==> config.mk <==
export PLATFORM = sky130hd
export DESIGN_NAME = edgeTrigUnit
export DESIGN_NICKNAME = d
export VERILOG_FILES = /design/src/rtl/edgeTrigPkg.sv /design/src/rtl/etgCtrl.sv /design/src/rtl/etgDatapath.sv /design/src/rtl/edgeTrigUnit.sv
export SDC_FILE = /design/constraint.sdc
export NUM_CORES = 1
export LEC_CHECK = 0
export CAP_MARGIN = 20
export CORE_MARGIN = 8
export CORE_UTILIZATION = 33
export CTS_BUF_LIST = sky130_fd_sc_hd__clkbuf_8
export DETAILED_ROUTE_END_ITERATION = 6
export MAX_ROUTING_LAYER = met4
export PLACE_DENSITY = 0.9
export SLEW_MARGIN = 20
export SYNTH_ARGS = -nofsm -noshare
export SYNTH_HDL_FRONTEND = slang
export SYNTH_SLANG_ARGS = --single-unit
==> constraint.sdc <==
create_clock -name clk -period 3.3 [get_ports clk]
set_clock_uncertainty 0.05 [all_clocks]
set_input_delay 0.33 -clock clk [delete_from_list [all_inputs] [get_ports clk]]
set_output_delay 0.33 -clock clk [all_outputs]
set_load 0.1 [all_outputs]
==> src/rtl/edgeTrigPkg.sv <==
package edgeTrigPkg;
  localparam int RISE_OFS = 'h20;
  localparam int FALL_OFS = 'h24;
  localparam int PEND_OFS = 'h28;

  typedef struct packed {
    logic wrRise;
    logic wrFall;
    logic wrPend;
  } ctrlStrobe_t;

  typedef enum logic [1:0] {
    SEL_NONE = 2'd0,
    SEL_RISE = 2'd1,
    SEL_FALL = 2'd2,
    SEL_PEND = 2'd3
  } rdSel_t;
endpackage

==> src/rtl/etgCtrl.sv <==
module etgCtrl
  import edgeTrigPkg::*;
#(
  parameter int ADDR_W = 8
) (
  input  logic              wrEn,
  input  logic [ADDR_W-1:0] addr,
  output ctrlStrobe_t       strb,
  output rdSel_t            rdSel
);
  localparam logic [ADDR_W-1:0] RiseAddr = ADDR_W'(RISE_OFS);
  localparam logic [ADDR_W-1:0] FallAddr = ADDR_W'(FALL_OFS);
  localparam logic [ADDR_W-1:0] PendAddr = ADDR_W'(PEND_OFS);

  logic hitRise, hitFall, hitPend;

  assign hitRise = (addr == RiseAddr);
  assign hitFall = (addr == FallAddr);
  assign hitPend = (addr == PendAddr);

  always_comb begin
    strb.wrRise = wrEn && hitRise;
    strb.wrFall = wrEn && hitFall;
    strb.wrPend = wrEn && hitPend;
  end

  always_comb begin
    if (hitRise)      rdSel = SEL_RISE;
    else if (hitFall) rdSel = SEL_FALL;
    else if (hitPend) rdSel = SEL_PEND;
    else              rdSel = SEL_NONE;
  end
endmodule

==> src/rtl/etgDatapath.sv <==
module etgDatapath
  import edgeTrigPkg::*;
#(
  parameter int                 DATA_W    = 32,
  parameter logic [DATA_W-1:0]  IMPL_MASK = 32'h0000_2304
) (
  input  logic              clk,
  input  logic              rstN,
  input  ctrlStrobe_t       strb,
  input  rdSel_t            rdSel,
  input  logic [DATA_W-1:0] wrData,
  input  logic [DATA_W-1:0] evtIn,
  output logic [DATA_W-1:0] rdData,
  output logic [DATA_W-1:0] pendVec,
  output logic [DATA_W-1:0] eventPulse,
  output logic              irq
);
  logic [DATA_W-1:0] riseVec, fallVec;
  logic blockEdge;
  logic unusedBits;

  // a write to either enable register swallows every edge in that cycle
  assign blockEdge  = strb.wrRise || strb.wrFall;
  assign unusedBits = ^{evtIn & ~IMPL_MASK, wrData & ~IMPL_MASK};

  for (genvar i = 0; i < DATA_W; i++) begin : g_bit
    if (IMPL_MASK[i]) begin : g_impl
      logic riseQ, fallQ, prevQ, pendQ, pulseQ, trig;

      assign trig = !blockEdge &&
                    ((riseQ && evtIn[i] && !prevQ) ||
                     (fallQ && !evtIn[i] && prevQ));

      always_ff @(posedge clk or negedge rstN) begin
        if (!rstN) begin
          riseQ  <= 1'b0;
          fallQ  <= 1'b0;
          prevQ  <= 1'b0;
          pendQ  <= 1'b0;
          pulseQ <= 1'b0;
        end else begin
          prevQ  <= evtIn[i];
          pulseQ <= trig;
          if (strb.wrRise) riseQ <= wrData[i];
          if (strb.wrFall) fallQ <= wrData[i];
          // new trigger takes priority over a write-one clear
          if (trig)                          pendQ <= 1'b1;
          else if (strb.wrPend && wrData[i]) pendQ <= 1'b0;
        end
      end

      assign riseVec[i]    = riseQ;
      assign fallVec[i]    = fallQ;
      assign pendVec[i]    = pendQ;
      assign eventPulse[i] = pulseQ;
    end else begin : g_rsv
      assign riseVec[i]    = 1'b0;
      assign fallVec[i]    = 1'b0;
      assign pendVec[i]    = 1'b0;
      assign eventPulse[i] = 1'b0;
    end
  end

  always_comb begin
    unique case (rdSel)
      SEL_RISE: rdData = riseVec;
      SEL_FALL: rdData = fallVec;
      SEL_PEND: rdData = pendVec;
      default:  rdData = '0;
    endcase
  end

  assign irq = |pendVec;
endmodule

==> src/rtl/edgeTrigUnit.sv <==
module edgeTrigUnit
  import edgeTrigPkg::*;
#(
  parameter int                ADDR_W    = 8,
  parameter int                DATA_W    = 32,
  parameter logic [DATA_W-1:0] IMPL_MASK = 32'h0000_2304
) (
  input  logic              clk,
  input  logic              rstN,
  input  logic              wrEn,
  input  logic [ADDR_W-1:0] addr,
  input  logic [DATA_W-1:0] wrData,
  output logic [DATA_W-1:0] rdData,
  input  logic [DATA_W-1:0] evtIn,
  output logic [DATA_W-1:0] eventPulse,
  output logic              irq
);
  ctrlStrobe_t       strb;
  rdSel_t            rdSel;
  logic [DATA_W-1:0] pendVec;

  etgCtrl #(.ADDR_W(ADDR_W)) i_ctrl (
    .wrEn  (wrEn),
    .addr  (addr),
    .strb  (strb),
    .rdSel (rdSel)
  );

  etgDatapath #(.DATA_W(DATA_W), .IMPL_MASK(IMPL_MASK)) i_dp (
    .clk        (clk),
    .rstN       (rstN),
    .strb       (strb),
    .rdSel      (rdSel),
    .wrData     (wrData),
    .evtIn      (evtIn),
    .rdData     (rdData),
    .pendVec    (pendVec),
    .eventPulse (eventPulse),
    .irq        (irq)
  );
endmodule

* Yosys cells after proc, flatten, opt, wreduce, memory -nomap -nowiden
Index checks and enable logic that the tools add are counted.
** Word-level totals
- Flip-flop bits (word level) :: 20
- Bits in latches :: 0
- RAM bits :: 0
- Memory bits (read-only) :: 0
- Bits of input ports :: 75
- Output and inout bits :: 65
- Word-level logic and storage cells :: 84
- Memories :: 0
** Cells by class
- $add $sub $neg :: 0
- Multiply operators :: 0
- Divide/modulo/power cells :: 0
- $lt $le $gt $ge :: 0
- Equal/unequal tests :: 6
- Shift operators :: 0
- Mux-type cells :: 12
- Bitwise gates (word level) :: 0
- Reductions and logical operators :: 46
** Operators by type and width (number)
- case mux 14 bit (3 select lines) :: 1
- logical AND 1 bit :: 27
- == test 8 x 6 -> 1 bit, second input constant :: 3
- logical NOT 1 bit :: 9
- two-way mux 1 bit :: 8
- nonzero test 2 bit :: 4
- two-way mux 2 bit :: 3
- logical OR 1 bit :: 5
- == test 2 bit, second input constant :: 2
- OR reduction 4 bit :: 1
- == test 2 x 1 -> 1 bit, second input constant :: 1

* Logic depth before layout (Yosys ltp)
- Depth after elaboration :: 6
- Depth in mapped cells :: 5
- Mapped depth without buffers :: 3

* By module
A second synthesis with hierarchy kept.
** Second synthesis, totals
- Cell total of the unflattened synthesis :: 163
- Area, all modules :: 1605.3 µm²
** Modules (own cells, without submodules)
- etgDatapath :: instances 1, cells an instance 152, area an instance 1534.0 µm², seq. area each 500.5 µm²
- etgCtrl :: instances 1, cells an instance 11, area an instance 71.3 µm², seq. area each 0.0 µm²

* Least setup slack after synthesis
OpenSTA, ideal clock, no wires.
- Kind :: input to output
- Start point :: input addr[4]
- End point :: output rdData[13]
- Data arrival time :: 2.538 ns
- Required time :: 2.920 ns
- Setup slack :: 0.382 ns
- Cell stages on the path :: 4
- Buffers on the path :: 1
- Path through :: or4b_1 > buf_2 > or2_1 > nor2_1
** Between the ends
- Word-level cells in the longest chain between the ends :: 6
- Elaborated cells on any way between the ends :: 10
- Those cells by class :: eq/ne (6); mux (4)
** Ends and longest elaborated chain
- from (decl) :: line edgeTrigUnit.sv:11 : input logic [ADDR_W-1:0] addr,
- == test 8 x 6 -> 1 bit :: line etgCtrl.sv:19 : assign hitPend = (addr == PendAddr);
- two-way mux 2 bit :: line etgCtrl.sv:30 : else if (hitPend) rdSel = SEL_PEND;
- two-way mux 2 bit :: line etgCtrl.sv:29 : else if (hitFall) rdSel = SEL_FALL;
- two-way mux 2 bit (*) :: line etgCtrl.sv:28 : if (hitRise) rdSel = SEL_RISE;
- == test 2 bit or == test 2 x 1 -> 1 bit (tied branches) :: line etgDatapath.sv:65 : unique case (rdSel)
- case mux 14 bit (3 select lines) (*) :: line etgDatapath.sv:65
- to (decl) :: line edgeTrigUnit.sv:13 : output logic [DATA_W-1:0] rdData,
Mark *: on every way between the ends. The rest lies on a longest branch, timed or not.

* Final worst setup path
- Start point :: input addr[4]
- End point :: output rdData[8]
Same word-level chain as after synthesis.

==> flow_summary.json <==
{
  "outcome": "finished clean",
  "drc": 0,
  "hold_buffers": 0,
  "cts_buffers": 3,
  "p_leak_uw": 0.000742,
  "slew_headroom_pct": 34.8,
  "synth_top_cell_by_area": "dfrtp_1",
  "critical_path_arrival_ps": 2210,
  "postRouteAntennaNets": 0,
  "syn_area_per_cell_sq_um": 9.87,
  "drtIter0Drc": 48,
  "wirelength_microns": 2970,
  "dr_total_vias": 889,
  "fin_crit_sh_pct": 78.5,
  "viasPerCell": 4.12,
  "final_cell_mix": "conb_1, clkdlybuf4s50_1, dfrtp_1",
  "grt_use_total_pct": 8.96,
  "power.density_nw_per_um2": 552,
  "worst_slack_ps": 710,
  "final_common_cell": "conb_1",
  "core.rowCount": 23,
  "cts-resized-gates": 0,
  "ir_worst_vdd_mv": 0.250,
  "crit_required_ps": 2920,
  "max-cap-violations": 0,
  "final-hold-violation-count": 0,
  "fmaxAchievable_ghz": 0.386,
  "coreArea_sq_um": 4060,
  "final_nets": 243,
  "dieHeight_microns": 81.4,
  "nFillCells": 429,
  "register_area_sq_um": 500,
  "post_cts_buffers": 0,
  "ys_ff_latch": 20,
  "die_w_microns": 81.4,
  "synth.top_cell.area_share_pct": 35.5,
  "place_ws_ps": 674,
  "finalMaxSlewViolations": 0,
  "htree_levels": 1,
  "clk_latency_ps": 250,
  "total_power_uw": 866,
  "worst_pin_slew_ps": 975,
  "antennaDiodeCount": 0,
  "path_class": "input pin to primary output",
  "layout-drive-gt1-share_pct": 13.9,
  "io_pins": 140,
  "die-area_sq_um": 6630,
  "syn_inst": 143,
  "grt_max_degree": 21,
  "crit_path_start_kind": "input pin",
  "cts_tree": "yes",
  "fin_hold_ws_ps": 493,
  "fin_tns_setup_ps": 0,
  "synth_area_leaders": "dfrtp_1, buf_4, mux2_2",
  "critPathMaxFanout": 8,
  "place.gp.congestion": 0.898,
  "cts.sinks": 20,
  "grt_pass1_wl_microns": 4400,
  "clockBufferDepth": 2,
  "grt_pass1_vias": 947,
  "multi_input_comb_area_sq_um": 643,
  "antenna_found_initial": 0,
  "dp_hpwl_microns": 2510,
  "yosysWarnings": 0,
  "synthDistinctLibCells": 26,
  "end_kind": "primary output",
  "area_delta_synth_final_pct": 11.2,
  "cts.clk_slew.worst_paths_ps": 60,
  "period_minus_slack_ps": 2590,
  "worstHoldPathType": "flop to flop",
  "start_util_pct": 34.8,
  "rsz0062_at_grt": "no",
  "synth_seq_area_share_pct": 35.5,
  "first_pass_iters": 4,
  "root_buffer": "clkbuf_8",
  "overflow": 0,
  "wl_per_cell_microns": 13.7,
  "port_buffers": 27,
  "syn_area_sq_um": 1410,
  "setup_viol": 0
}
## flip-flops by register name, summed over array words and instances (netlist names)
register                  flops
i_dp.g_bit.g_impl.pulseQ      4
i_dp.g_bit.g_impl.pendQ       4
i_dp.g_bit.g_impl.riseQ       4
i_dp.g_bit.g_impl.prevQ       4
i_dp.g_bit.g_impl.fallQ       4
## per-stage QoR
stage          area (sq um)  instances  util, %
2_1_floorplan          1620        198        -
3_3_place_gp           1530        213     37.7
3_5_place_dp           1530        213     37.7
4_1_cts                1570        216     38.7
5_1_grt                1570        216     38.7
6_report               1570        216     38.7
## cells by family after synthesis
kind of cell | Yosys count | share of synthesized area, %
AOI/OAI and AO/OA | 16 | 8.16
buffers and inverters | 64 | 33.6
DFF | 20 | 35.5
muxes | 12 | 10.6
other | 1 | 0.266
and+or+nand+nor | 30 | 11.9
## final cells by class
class | instances | share of cell area, %
multi-input cells | 114 | 41.0
well taps | 50 | 3.99
clock buffers | 3 | 2.63
repair buffers | 28 | 20.3
inverters | 1 | 0.239
flip-flops and latches | 20 | 31.9
## cells in the mapped netlist (all sizes together)
library cell / count
a22oi: 4
buf: 62
clkbuf: 1
conb: 1
dfrtp: 20
inv: 1
mux2: 12
nand2: 8
nand2b: 2
nand3b: 4
nor2: 8
nor2b: 1
nor3: 1
nor4: 1
o21a: 4
o21ai: 4
o41ai: 4
or2: 2
or4: 2
or4b: 1
## layer usage
layer	track usage, %	vias to the layer above	routed length [microns]
li1	-	411	-
met1	9.34	420	1130
met2	15.0	54	1460
met3	3.86	4	350
met4	2.68	0	25
met5	-	-	0
## power breakdown
part	switching, uW	total, uW	internal, uW
sequential	21.8	296	274
clock	70.0	151	81.1
combinational	356	420	63.9
total	448	866	419
## final timing paths
kind | startpoint | to | slack, ps | cells past startpoint
hold reg to reg | i_dp.g_bit[8].g_impl.riseQ | i_dp.g_bit[8].g_impl.riseQ | 490 | 1
setup / recovery | addr[4] | rdData[8] | 710 | 5
max in group asynchronous | rstN | i_dp.g_bit[8].g_impl.fallQ | 2160 | 1
setup reg to reg | i_dp.g_bit[13].g_impl.riseQ | i_dp.g_bit[13].g_impl.pendQ | 2380 | 3
hold / removal | i_dp.g_bit[8].g_impl.riseQ | i_dp.g_bit[8].g_impl.riseQ | 490 | 1
min in group asynchronous | rstN | i_dp.g_bit[13].g_impl.prevQ | 510 | 1
## worst max-delay path: stages
cell and delay, ps:
clkdlybuf4s50_1 390, or4b_1 700, or2_1 350, nor2_1 230, buf_12 210
No activity file was read; power rests on OpenSTA's default activity.
